--- src/rtl/adc_simul_seq_pkg.sv ---
package adc_simul_seq_pkg;
  typedef enum logic [1:0] {ST_IDLE, ST_DELAY, ST_HOLD, ST_GAP} seq_state_t;

  // One-cycle strobe from control to datapath at the hold falling edge
  typedef struct packed {
    logic fall;
    logic dual;
  } seq_stb_t;
endpackage

--- src/rtl/adc_simul_seq_ctrl.sv ---
module adc_simul_seq_ctrl
  import adc_simul_seq_pkg::*;
#(
  parameter int PAIR_W    = 3,
  parameter int ACQ_W     = 4,
  parameter int START_DLY = 5,
  parameter int GAP_TICKS = 4
) (
  input  logic              clk,
  input  logic              rst,
  input  logic              trig,
  input  logic [PAIR_W-1:0] pairIdx,
  input  logic [ACQ_W-1:0]  acqWidth,
  input  logic              dualMode,
  input  logic              flagClr,
  output logic              shPulse,
  output logic [PAIR_W-1:0] muxSel,
  output logic              ovfFlag,
  output seq_stb_t          stb
);
  localparam int CNT_W = ACQ_W + 2;

  seq_state_t state;
  logic [CNT_W-1:0] cnt;
  logic pend;
  logic [ACQ_W-1:0] cfgAcq;
  logic cfgDual;
  logic lastTick;
  logic ovfSet;

  // hold length in ticks: two per converter clock
  function automatic logic [CNT_W-1:0] holdLen(input logic [ACQ_W-1:0] acq);
    return {1'b0, acq, 1'b0} + CNT_W'(2);
  endfunction

  assign lastTick = (cnt == CNT_W'(1));
  assign shPulse  = (state == ST_HOLD);
  assign stb.fall = (state == ST_HOLD) && lastTick;
  assign stb.dual = cfgDual;
  // a request while one waits, except when the wait is being served now
  assign ovfSet   = trig && pend && (state != ST_IDLE) && !((state == ST_GAP) && lastTick);

  always_ff @(posedge clk) begin
    if (rst) begin
      state   <= ST_IDLE;
      cnt     <= '0;
      pend    <= 1'b0;
      cfgAcq  <= '0;
      cfgDual <= 1'b0;
      muxSel  <= '0;
      ovfFlag <= 1'b0;
    end else begin
      ovfFlag <= ovfSet || (ovfFlag && !flagClr);
      unique case (state)
        ST_IDLE: begin
          if (trig) begin
            state   <= ST_DELAY;
            cnt     <= CNT_W'(START_DLY);
            cfgAcq  <= acqWidth;
            cfgDual <= dualMode;
            muxSel  <= pairIdx;
          end
        end
        ST_DELAY, ST_HOLD: begin
          if (trig && !pend) pend <= 1'b1;
          if (!lastTick) begin
            cnt <= cnt - CNT_W'(1);
          end else if (state == ST_DELAY) begin
            state <= ST_HOLD;
            cnt   <= holdLen(cfgAcq);
          end else begin
            state <= ST_GAP;
            cnt   <= CNT_W'(GAP_TICKS);
          end
        end
        ST_GAP: begin
          if (!lastTick) begin
            cnt <= cnt - CNT_W'(1);
            if (trig && !pend) pend <= 1'b1;
          end else if (pend || trig) begin
            state   <= ST_HOLD;
            cnt     <= holdLen(acqWidth);
            cfgAcq  <= acqWidth;
            cfgDual <= dualMode;
            muxSel  <= pairIdx;
            pend    <= pend && trig;
          end else begin
            state <= ST_IDLE;
          end
        end
        default: state <= ST_IDLE;
      endcase
    end
  end
endmodule

--- src/rtl/adc_simul_seq_dp.sv ---
module adc_simul_seq_dp
  import adc_simul_seq_pkg::*;
#(
  parameter int DATA_W  = 12,
  parameter int A_LAT   = 8,
  parameter int B_LAT   = 10,
  parameter int IRQ_DLY = 2
) (
  input  logic              clk,
  input  logic              rst,
  input  seq_stb_t          stb,
  input  logic [DATA_W-1:0] convA,
  input  logic [DATA_W-1:0] convB,
  input  logic              flagClr,
  output logic [DATA_W-1:0] resA,
  output logic [DATA_W-1:0] resB,
  output logic              irqFlag
);
  localparam int PIPE_LEN = B_LAT + IRQ_DLY;
  localparam int A_TAP    = A_LAT - 1;
  localparam int B_TAP    = B_LAT - 1;
  localparam int IA_TAP   = A_LAT + IRQ_DLY - 1;
  localparam int IB_TAP   = PIPE_LEN - 1;

  logic [PIPE_LEN-1:0] hitPipe;
  logic [PIPE_LEN-1:0] dualPipe;
  logic irqSet;

  assign irqSet = (hitPipe[IB_TAP] && dualPipe[IB_TAP]) ||
                  (hitPipe[IA_TAP] && !dualPipe[IA_TAP]);

  always_ff @(posedge clk) begin
    if (rst) begin
      hitPipe  <= '0;
      dualPipe <= '0;
      resA     <= '0;
      resB     <= '0;
      irqFlag  <= 1'b0;
    end else begin
      hitPipe  <= {hitPipe[PIPE_LEN-2:0], stb.fall};
      dualPipe <= {dualPipe[PIPE_LEN-2:0], stb.dual};
      if (hitPipe[A_TAP]) resA <= convA;
      if (hitPipe[B_TAP] && dualPipe[B_TAP]) resB <= convB;
      irqFlag <= irqSet || (irqFlag && !flagClr);
    end
  end
endmodule

--- src/rtl/adc_simul_seq.sv ---
module adc_simul_seq
  import adc_simul_seq_pkg::*;
#(
  parameter int DATA_W = 12,
  parameter int PAIR_W = 3,
  parameter int ACQ_W  = 4
) (
  input  logic              clk,
  input  logic              rst,
  input  logic              evTrigA,
  input  logic              evTrigB,
  input  logic              swTrig,
  input  logic              extSoc,
  input  logic [PAIR_W-1:0] pairIdx,
  input  logic [ACQ_W-1:0]  acqWidth,
  input  logic              dualMode,
  input  logic [DATA_W-1:0] convA,
  input  logic [DATA_W-1:0] convB,
  input  logic              flagClr,
  output logic              shPulse,
  output logic [PAIR_W-1:0] muxSel,
  output logic [DATA_W-1:0] resA,
  output logic [DATA_W-1:0] resB,
  output logic              irqFlag,
  output logic              ovfFlag
);
  seq_stb_t stb;
  logic trig;

  assign trig = evTrigA || evTrigB || swTrig || extSoc;

  adc_simul_seq_ctrl #(.PAIR_W(PAIR_W), .ACQ_W(ACQ_W)) u_ctrl (
    .clk(clk), .rst(rst), .trig(trig), .pairIdx(pairIdx), .acqWidth(acqWidth),
    .dualMode(dualMode), .flagClr(flagClr), .shPulse(shPulse), .muxSel(muxSel),
    .ovfFlag(ovfFlag), .stb(stb)
  );

  adc_simul_seq_dp #(.DATA_W(DATA_W)) u_dp (
    .clk(clk), .rst(rst), .stb(stb), .convA(convA), .convB(convB),
    .flagClr(flagClr), .resA(resA), .resB(resB), .irqFlag(irqFlag)
  );
endmodule

--- config.mk ---
export PLATFORM = sky130hd
export DESIGN_NAME = adc_simul_seq
export DESIGN_NICKNAME = d
export VERILOG_FILES = /design/src/rtl/adc_simul_seq_pkg.sv /design/src/rtl/adc_simul_seq_ctrl.sv /design/src/rtl/adc_simul_seq_dp.sv /design/src/rtl/adc_simul_seq.sv
export SDC_FILE = /design/constraint.sdc
export NUM_CORES = 1
export LEC_CHECK = 0
export ABC_AREA = 1
export BUFFER_PORTS_ARGS = -buffer_cell sky130_fd_sc_hd__buf_2
export CORE_MARGIN = 4
export CORE_UTILIZATION = 52
export CTS_CLUSTER_DIAMETER = 200
export DETAILED_ROUTE_END_ITERATION = 16
export GPL_ROUTABILITY_DRIVEN = 1
export GPL_TIMING_DRIVEN = 0
export PLACE_DENSITY = 0.78
export SLEW_MARGIN = 20
export SYNTH_ARGS = -nofsm -noshare
export SYNTH_HDL_FRONTEND = slang
export SYNTH_HIERARCHICAL = 1
export SYNTH_SLANG_ARGS = --single-unit
--- constraint.sdc ---
create_clock -name clk -period 2.3 [get_ports clk]
set_clock_uncertainty 0.15 [all_clocks]
set_input_delay 0.23 -clock clk [delete_from_list [all_inputs] [get_ports clk]]
set_output_delay 0.23 -clock clk [all_outputs]
set_load 0.03 [all_outputs]
==> results of run 1 <==
## cells by family (layout without fill, tap and decap cells)
kind of cell	Yosys count	count (layout)
AO/OA/AOI/OAI	57	57
XOR/XNOR	1	1
adder cells (fa/ha/maj)	8	8
buffers and inverters	63	173
flip-flops	67	67
AND/OR/NAND/NOR	174	174
## worst max-delay path, cell delays in order, from the launching register on
cell      delay [ps]
dfxtp_1          370
inv_1             90
ha_1             240
inv_1            150
nor2_1           110
a21oi_4          250
o211ai_4         190
nand2_1          100
a21oi_1           60
## per-stage QoR
step           util [%]  power [uW]  hold WS, ps  setup WS (ps)
2_1_floorplan         -        2223        142.4          718.5
3_3_place_gp      62.64        2452        240.1          536.8
6_report          71.95        3568        40.97          456.5
3_5_place_dp      62.64        2477        242.0          463.6
4_1_cts           71.95        3596        17.41          469.3
5_1_grt           71.95        3828        25.74          254.9
## layer usage
metal / global-route usage [%] / part of all wire [%]
met1: 26.25 / 45
met2: 36.19 / 48
met3: 6.360 / 5.8
met4: 5.482 / 0.27
met5: 0 / 0
## report_power, final
part | internal (uW) | switching [uW] | total [uW]
logic | 420 | 716 | 1140
clock network | 618 | 459 | 1080
registers | 1270 | 88.3 | 1360
total | 2310 | 1260 | 3570
## synth_stat cells
cell type	number	area share [%]
ha_1	8	3.5
nand3_4	1	0.62
nand4_1	3	0.66
xnor2_1	1	0.31
clkbuf_1	1	0.13
o211ai_1	1	0.27
nor2_2	3	0.66
buf_2	6	1.1
clkinv_1	1	0.13
inv_1	45	6.0
buf_4	3	0.79
nand3_2	1	0.35
a31oi_1	1	0.22
or2_2	1	0.22
o21ai_1	1	0.18
inv_4	1	0.22
inv_2	3	0.40
buf_6	3	1.2
dfxtp_1	67	47
nor2_8	1	0.71
nand2_2	2	0.44
o211ai_4	1	0.75
o2111ai_1	6	1.9
nor3_1	2	0.35
a21oi_1	26	4.6
or2_0	1	0.22
o21ai_0	19	3.4
nand3_1	28	4.9
nor2_1	69	9.1
a21oi_2	1	0.31
nand2_1	61	8.1
a21oi_4	1	0.57
nor2_4	1	0.40
## registers in the layout, indices dropped and copies added, names as in the netlist
name and flops:
u_dp/dualPipe 12, u_dp/hitPipe 12, u_dp/resA 12, u_dp/resB 12
u_ctrl/cnt 6, u_ctrl/cfgAcq 4, u_ctrl/muxSel 3, u_ctrl/state 2
u_ctrl/cfgDual 1, u_ctrl/ovfFlag 1, u_ctrl/pend 1, u_dp/irqFlag 1
## cell type report
cell class	count	area, um2
clock inverters	7	100.1
inverters	50	190.2
clock buffers	9	123.9
well taps	70	87.58
multi-input cells	240	1211
fillers	419	1460
repair buffers	94	600.6
plain buffers	13	90.09
flip-flops and latches	67	1341
## worst max-delay path by stage
stage                     from               end  slack [ps]  cells past startpoint
6_report       u_ctrl/state[0]    u_ctrl/cfgDual         460                      8
5_1_grt        u_ctrl/state[0]  u_ctrl/cfgAcq[0]         250                      9
4_1_cts        u_ctrl/state[0]    u_ctrl/cfgDual         470                      8
3_5_place_dp   u_ctrl/state[0]    u_ctrl/cfgDual         460                      8
3_3_place_gp   u_ctrl/state[0]    u_ctrl/cfgDual         540                      8
2_1_floorplan  u_ctrl/state[0]  u_ctrl/muxSel[0]         720                      8
## what timing repair did
item                                   CTS  global route
hold buffers                            26             0
gates resized for setup                  0             0
endpoints found under the hold margin   26             0
==> impl_metrics.json, run 1 <==
{
  "gp_congestion": 0.9287,
  "crit_fanout": 10,
  "dp_cells": 508,
  "holdPathEnd": "u_ctrl/cfgDual",
  "cp-start-kind": "flip-flop",
  "htreeDepth": 3,
  "period_share_pct": 80.15,
  "rsz0062_at_grt": "no",
  "avgSynthCellArea_um2": 7.656,
  "crit_required_ps": 2350,
  "num_antenna_cells": 0,
  "hold_path_depth": 3,
  "synth_top_family_by_area": "simple AND/OR/NAND/NOR gates",
  "port_buffers": 68,
  "yosysSeqAreaShare_pct": 47.35,
  "insertion_delay_ps": 330,
  "post_cts_buffers": 0,
  "root_buffer": "clkbuf_8",
  "post_drt_wl_per_cell_um": 12.08,
  "core.rowCount": 26,
  "synth_mux_area_share_pct": 0,
  "tns_ps": 0,
  "cts.sinks": 67,
  "grt.total_usage_pct": 21.29,
  "setup_viol": 0,
  "slew_headroom_pct": 64.57,
  "cts_tree": "built",
  "synth-adder-area-share_pct": 3.534,
  "cts_made_buffers": 9,
  "dpl.hpwl_um": 4538,
  "r2r_end": "u_ctrl/cfgDual",
  "synthSimpleGateAreaFrac_pct": 26.81,
  "die_y_um": 81.81,
  "stdcell_count": 550,
  "arrival_ps": 1890,
  "grt_max_degree": 14,
  "num_vias": 2671,
  "finalMaxSlewViolations": 0,
  "ant_nets": 0,
  "start_util_pct": 54.42,
  "fin_crit_ps": 1843,
  "synthesis.nets": 417,
  "die_x_um": 81.81,
  "syn_area_mm2": 0.002833,
  "finalHoldViolations": 0,
  "grt_overflow": 0,
  "path_class": "flip-flop to flip-flop",
  "synth_xor_area_share_pct": 0.3092,
  "power.leakage_uw": 0.001718,
  "cp-end-kind": "flip-flop",
  "cap_violations": 0,
  "r2r_setup_slack_ps": 460,
  "grt_pass1_wl_um": 10900,
  "ys_ff_latch": 67,
  "r2r_start": "u_ctrl/state[0]",
  "design_area_mm2": 0.003745,
  "synth_compound_gate_area_share_pct": 12.10,
  "first_pass_iters": 4,
  "hp-start": "dualMode",
  "hp-class": "input pin to flip-flop",
  "worst_slew_pin_slew_ps": 531.4,
  "synth_cell_types": 33,
  "coreArea_mm2": 0.005205,
  "worst-r2r-cell-count": 8,
  "timing.fmax_mhz": 542.5,
  "top_level_ports": 69,
  "antenna_found_initial": 0,
  "ys_warn_count": 6,
  "cts_buffer_depth": 2,
  "drc": 0,
  "nNetsFinal": 522,
  "drt-initial-drc-count": 112,
  "layout_common_cells": "buf_2 (74), nor2_1 (69), dfxtp_1 (67)",
  "status": "completed",
  "grt_pass1_vias": 2438,
  "place_area_mm2": 0.003261,
  "wl_um": 6642,
  "path_clk_slew_ps": 80,
  "area_delta_synth_final_pct": 32.20,
  "peakVddDrop_mv": 0.6423,
  "power.density_mw_per_mm2": 952.8,
  "mostFrequentLayoutCell": "buf_2",
  "avgViaCountPerCell": 4.856,
  "dieArea_mm2": 0.006692,
  "netlist_instances": 370,
  "layout-drive-gt1-share_pct": 23.54
}
(Power assumes the default switching activity.)
==> run 2: changes to the inputs <==
--- a/config.mk
+++ b/config.mk
@@ -8,12 +8,12 @@
 export ABC_AREA = 1
 export BUFFER_PORTS_ARGS = -buffer_cell sky130_fd_sc_hd__buf_2
 export CORE_MARGIN = 4
-export CORE_UTILIZATION = 52
+export CORE_UTILIZATION = 48
 export CTS_CLUSTER_DIAMETER = 200
 export DETAILED_ROUTE_END_ITERATION = 16
 export GPL_ROUTABILITY_DRIVEN = 1
 export GPL_TIMING_DRIVEN = 0
-export PLACE_DENSITY = 0.78
+export PLACE_DENSITY = 0.76
 export SLEW_MARGIN = 20
 export SYNTH_ARGS = -nofsm -noshare
 export SYNTH_HDL_FRONTEND = slang
==> constraint.sdc (replaced) <==
create_clock -name clk -period 1.56 [get_ports clk]
set_clock_uncertainty 0.15 [all_clocks]
set_input_delay 0.156 -clock clk [delete_from_list [all_inputs] [get_ports clk]]
set_output_delay 0.156 -clock clk [all_outputs]
set_load 0.03 [all_outputs]
==> run 2 against run 1 <==
Compared with the run above: the run now ends with negative setup slack left; flip-flop and latch count stayed put; critical path depth stayed put; combinational power is 110% higher; routed wire length is 14% higher; fmax is 6.3% higher; cell area is 8.3% higher; critical endpoint is now u_ctrl/cnt[3]; register-to-register slack worse by 630 ps; setup slack worse by 630 ps; final cell count is 4.2% higher; via count is 8.2% higher; core utilization is 0.34 points higher.
==> impl_metrics.json, run 2 (synthesized netlist as in run 1, its figures left out) <==
{
  "status": "complete, but fails checks",
  "violations": "negative setup slack",
  "grt.total_usage_pct": 20.06,
  "cts.sinks": 67,
  "path_clk_slew_ps": 70,
  "finalHoldViolations": 0,
  "cts_made_buffers": 9,
  "regArea_mm2": 0.001346,
  "setup_ws_ps": -174.5,
  "first_pass_iters": 5,
  "gp_congestion": 0.8583,
  "slew_headroom_pct": 57.90,
  "avgViaCountPerCell": 5.044,
  "wl_met3_um": 695,
  "cap_violations": 0,
  "cts_buffer_depth": 2,
  "setup_viol": 9,
  "crit_required_ps": 1670,
  "ant_nets": 0,
  "utilization_pct": 72.29,
  "finalMaxSlewViolations": 0,
  "worst_slew_pin_slew_ps": 631.5,
  "arrival_ps": 1850,
  "grt_overflow": 0,
  "wl_um": 7602,
  "drc": 0,
  "multiInputGateArea_mm2": 0.001318,
  "antenna_found_initial": 0,
  "place_area_mm2": 0.003263,
  "path_class": "flip-flop to flip-flop",
  "nNetsFinal": 543,
  "start_util_pct": 50.51,
  "power.leakage_uw": 0.001824,
  "power.density_mw_per_mm2": 1476,
  "tns_ps": -665.9,
  "drt-initial-drc-count": 180,
  "die_y_um": 84.82,
  "top_layer_used": "met4",
  "design_area_mm2": 0.004054,
  "crit_fanout": 11,
  "drt-met1-wl_um": 3045,
  "layout_common_cells": "buf_2 (74), nor2_1 (67), dfxtp_1 (63)",
  "fin_crit_ps": 1735,
  "htreeDepth": 3,
  "hp-class": "input pin to flip-flop",
  "mostFrequentLayoutCell": "buf_2",
  "dieArea_mm2": 0.007194,
  "port_buffers": 68,
  "grt_max_degree": 13,
  "power.total_uw": 5985,
  "core.rowCount": 27,
  "grt_pass1_vias": 2602,
  "rsz0062_at_grt": "yes",
  "insertion_delay_ps": 330,
  "coreArea_mm2": 0.005608,
  "num_antenna_cells": 0,
  "num_vias": 2890,
  "cp-end-kind": "flip-flop",
  "top_level_ports": 69,
  "post_drt_wl_per_cell_um": 13.27,
  "die_x_um": 84.82,
  "grt_pass1_wl_um": 11900,
  "cp-start-kind": "flip-flop",
  "area_delta_synth_final_pct": 43.11,
  "wl_met2_um": 3676,
  "layout-drive-gt1-share_pct": 30.34,
  "peakVddDrop_mv": 1.066,
  "cts_tree": "built",
  "dpl.hpwl_um": 4488,
  "period_share_pct": 111.2,
  "timing.fmax_mhz": 576.5,
  "fin_hold_ws_ps": 24.66,
  "fillers": 396,
  "root_buffer": "clkbuf_8"
}
-- run 2: changes by cell type in the layout (fill, tap and decap cells not counted), moves of 3 or more --
cell / before / now
buf_6: 3 / 6
clkinvlp_4: 0 / 3
dlygate4sd3_1: 26 / 33
dfxtp_2: 0 / 4
ha_1: 8 / 4
buf_4: 3 / 12
dfxtp_1: 67 / 63
nand2_2: 2 / 5
inv_2: 3 / 7
inv_1: 45 / 40
nand2_1: 61 / 57
-- run 2: worst paths after layout --
path	start	end	slack [ps]	cells after the start
setup / recovery	u_ctrl/state[0]	u_ctrl/cnt[3]	-170	8
hold / removal	acqWidth[1]	u_ctrl/cfgAcq[1]	20	3
setup reg to reg	u_ctrl/state[0]	u_ctrl/cnt[3]	-170	8
hold reg to reg	u_dp/hitPipe[0]	u_dp/hitPipe[1]	250	2
-- run 2: what timing repair did --
| item | in CTS | in global routing |
|---|---|---|
| pin swaps | 3 | 8 |
| buffers inserted | 8 | 5 |
| hold buffers | 33 | 0 |
| hold endpoints to repair | 34 | 0 |
| setup endpoints to repair | 16 | 17 |
| gates cloned | 1 | 0 |
| resized for setup | 17 | 20 |
-- run 2: through the flow --
stage | setup slack [ps] | instances
finish | -174.5 | 573
floorplan | 10.27 | 370
global route | -244.9 | 573
detailed placement | -215.0 | 510
CTS | -15.08 | 568
global placement | -158.9 | 510
-- run 2: worst max-delay path, stage by stage, from the launching register on --
cell and delay [ps]:
dfxtp_2 360, ha_2 240, inv_2 90, buf_8 160
nor2_1 180, nand3_1 160, nand3_1 130, nand2_1 70
a21oi_2 120
-- run 2: cell type report --
type	instances	area share, %
Buffer	13	2.315
Clock buffer	10	3.395
Clock inverter	6	2.191
Inverter	50	4.846
Multi-Input combinational cell	241	32.50
Sequential cell	67	33.21
Tap cell	72	2.222
Timing Repair Buffer	114	19.32
-- run 2: report_power, final --
part / total [uW] / switching, uW / leakage [uW] / internal, uW
clock: 1570 / 631 / 0.000108 / 942
combinational: 2380 / 1350 / 0.00117 / 1030
sequential: 2030 / 151 / 0.000544 / 1880
total: 5980 / 2130 / 0.00182 / 3860
-- run 2: layer usage --
layer	track usage [%]	vias up
met2	34.02	158
li1	-	1436
met1	24.44	1276
met3	5.825	20
met4	6.619	0
met5	0	-
==> run 3: changes to the inputs <==
--- a/config.mk
+++ b/config.mk
@@ -5,7 +5,7 @@
 export SDC_FILE = /design/constraint.sdc
 export NUM_CORES = 1
 export LEC_CHECK = 0
-export ABC_AREA = 1
+export ABC_AREA = 0
 export BUFFER_PORTS_ARGS = -buffer_cell sky130_fd_sc_hd__buf_2
 export CORE_MARGIN = 4
 export CORE_UTILIZATION = 48
@@ -13,8 +13,7 @@
 export DETAILED_ROUTE_END_ITERATION = 16
 export GPL_ROUTABILITY_DRIVEN = 1
 export GPL_TIMING_DRIVEN = 0
-export PLACE_DENSITY = 0.76
-export SLEW_MARGIN = 20
+export PLACE_DENSITY = 0.75
 export SYNTH_ARGS = -nofsm -noshare
 export SYNTH_HDL_FRONTEND = slang
 export SYNTH_HIERARCHICAL = 1
==> run 3 against run 2 <==
Compared with the run above: the run still ends with negative setup slack left; largest power group is now sequential cells; worst hold slack better by 75 ps; cell area up 2.6%; sequential share of layout area down 0.56 points; via count down 11%; combinational power down 65%; synthesized cell count down 19%; non-clock buffer count up 8; die area up 3.0%; setup slack worse by 35 ps; first-iteration DRC count down 21%.
==> impl_metrics.json, run 3 <==
{
  "design_area_mm2": 0.004158,
  "ys_warn_count": 6,
  "synth_top_area_share_pct": 45.85,
  "area_delta_synth_final_pct": 42.13,
  "cp-end-kind": "flip-flop",
  "r2r_setup_slack_ps": -210,
  "fin_hold_ws_ps": 99.84,
  "grt_overflow": 0,
  "grt_pass1_vias": 2563,
  "crit_required_ps": 1640,
  "drt-initial-drc-count": 142,
  "fillers": 448,
  "comb_power_share_pct": 20.4,
  "avgViaCountPerCell": 5.135,
  "ys_ff_latch": 67,
  "finalHoldViolations": 0,
  "gp_congestion": 0.8511,
  "peakVddDrop_mv": 0.5522,
  "finalMaxSlewViolations": 0,
  "rsz0062_at_grt": "yes",
  "layout_common_cells": "buf_2 (71), dfxtp_1 (60), dlygate4sd3_1 (33)",
  "coreArea_mm2": 0.005921,
  "die_y_um": 86.07,
  "dpl.hpwl_um": 4397,
  "netlist_instances": 298,
  "violations": "negative setup slack",
  "path_clk_slew_ps": 80,
  "dominantRegCellSynth": "dfxtp_1",
  "htreeDepth": 3,
  "grt_pass1_wl_um": 11470,
  "avgSynthCellArea_um2": 9.816,
  "post_drt_wl_per_cell_um": 14.19,
  "setup_viol": 16,
  "slew_headroom_pct": 64.24,
  "p_switching_uw": 1131,
  "hp-start": "rst",
  "drc": 0,
  "timing.fmax_mhz": 565.2,
  "first_pass_iters": 5,
  "synth.most_common_cell": "dfxtp_1",
  "core.rowCount": 28,
  "synth_commonest_cells": "dfxtp_1 (67), nor2b_1 (28), mux2i_1 (20), nand2b_1 (20), nor2_1 (20)",
  "dieArea_mm2": 0.007407,
  "synth_cell_types": 49,
  "fin_crit_ps": 1769,
  "holdPathEnd": "u_ctrl/muxSel[2]",
  "syn_area_mm2": 0.002925,
  "synthesis.nets": 345,
  "r2r_end": "u_ctrl/cnt[3]",
  "synth_edf_count": 0,
  "antenna_found_initial": 0,
  "ant_nets": 0,
  "cts.sinks": 67,
  "crit_fanout": 6,
  "power_frac_clock_pct": 34.6,
  "port_buffers": 68,
  "ys_top_cells_by_area": "dfxtp_1 (46%), mux2i_1 (6.8%), nor2b_1 (6.0%)",
  "r2r_start": "u_ctrl/cnt[4]",
  "status": "complete, but fails checks",
  "power.leakage_uw": 0.001768,
  "yosysSeqAreaShare_pct": 45.85,
  "cts_made_buffers": 9,
  "cp-start-kind": "flip-flop",
  "async_flop_share_pct": 0,
  "pwr-share-seq_pct": 45.0,
  "place_area_mm2": 0.003420,
  "mostFrequentLayoutCell": "buf_2",
  "period_share_pct": 113.4,
  "worst-r2r-cell-count": 4,
  "synth_top_cell_by_area": "dfxtp_1",
  "cts_buffer_depth": 2,
  "wl_um": 7121,
  "arrival_ps": 1850,
  "die_x_um": 86.07,
  "top_level_ports": 69,
  "nNetsFinal": 469,
  "layout-drive-gt1-share_pct": 36.77,
  "start_util_pct": 49.41,
  "worst_slew_pin_slew_ps": 536.4,
  "cts_tree": "built",
  "intPower_uw": 2930,
  "setup_ws_ps": -209.3,
  "root_buffer": "clkbuf_8",
  "grt.total_usage_pct": 19.33,
  "hp-class": "input pin to flip-flop",
  "grt_max_degree": 13,
  "hold_path_depth": 3,
  "cap_violations": 0,
  "num_antenna_cells": 0,
  "insertion_delay_ps": 340,
  "path_class": "flip-flop to flip-flop",
  "swShare_pct": 27.85,
  "num_vias": 2578,
  "power.density_mw_per_mm2": 976.7
}
[run 3: changes by cell type after synthesis, moves of 6 or more]
cell,before,now
nand2_1,61,6
nor2_1,69,20
inv_1,45,7
nor2b_1,0,28
mux2i_1,0,20
nand2b_1,0,20
a21oi_1,26,10
o21ai_0,19,7
nand3_1,28,19
a21bo_1,0,7
a21oi_2,1,7
o2111ai_1,6,0
[run 3: cell families (layout without fill, tap and decap cells)]
logic type	Yosys count	count (layout)	synth area share (%)
AND/OR/NAND/NOR	108	108	20.36
flip-flops	67	67	45.85
AO/OA/AOI/OAI	61	61	16.13
buffers and inverters	29	158	5.902
multiplexers	20	20	6.843
adder cells (fa/ha/maj)	8	8	3.422
XOR/XNOR	5	5	1.497
[run 3: timing repair]
action / in CTS / in global routing
gates resized for setup: 18 / 19
endpoints found under the hold margin: 34 / 0
pin swaps: 6 / 7
gates cloned: 1 / 0
hold buffers: 33 / 0
setup endpoints to repair: 16 / 19
setup buffers: 9 / 4
[run 3: power by group through the flow]
| stage | logic, uW | clock network (uW) | registers [uW] |
|---|---|---|---|
| global route | 894 | 1530 | 1830 |
| floorplan | 421 | 0 | 1860 |
| CTS | 771 | 1450 | 1810 |
| finish | 828 | 1410 | 1830 |
| detailed placement | 597 | 0 | 1850 |
| global placement | 592 | 0 | 1850 |
[run 3: worst max path at each step]
| stage | startpoint | to | depth (start not counted) |
|---|---|---|---|
| after global routing | u_ctrl/cnt[4] | u_ctrl/cnt[3] | 4 |
| after detailed placement | evTrigB | u_ctrl/cnt[1] | 6 |
| after CTS | u_ctrl/cnt[2] | u_ctrl/cnt[3] | 5 |
| after global placement | u_ctrl/cnt[2] | u_ctrl/cnt[3] | 6 |
| after floorplan | u_ctrl/cnt[2] | u_ctrl/cnt[3] | 5 |
| final | u_ctrl/cnt[4] | u_ctrl/cnt[3] | 4 |
[run 3: routing by layer]
layer	wire [um]	global-route usage, %	up-vias
met1	3123	24.12	1200
met5	0	0	-
met4	89	7.338	0
met2	3453	32.52	90
met3	454	4.227	8
li1	-	-	1280
[run 3: through the flow]
| stage | TNS, ps | setup slack, ps | total power (uW) | util (%) | std cells |
|---|---|---|---|---|---|
| 6_report | -1899 | -209.3 | 4061 | 70.22 | 502 |
| 5_1_grt | -3045 | -242.2 | 4261 | 70.22 | 502 |
| 2_1_floorplan | -507.5 | -130.7 | 2286 | - | 298 |
| 3_3_place_gp | -3020 | -259.1 | 2444 | 57.76 | 441 |
| 4_1_cts | -2104 | -219.4 | 4031 | 69.15 | 500 |
| 3_5_place_dp | -3033 | -261.9 | 2450 | 57.76 | 441 |
[run 3: cell type report]
class	count	area, um2	area share [%]
Sequential cell	67	1358	32.65
Buffer	20	155.1	3.732
Clock buffer	10	127.6	3.070
Timing Repair Buffer	115	783.3	18.84
Multi-Input combinational cell	202	1548	37.23
Tap cell	75	93.84	2.257
Inverter	7	28.78	0.6921
Clock inverter	6	63.81	1.535
[run 3: critical path: stages (launching register included)]
cell and delay, ps:
dfxtp_2 360, or3_4 430, o31a_1 250, a211o_1 230, a32o_1 240
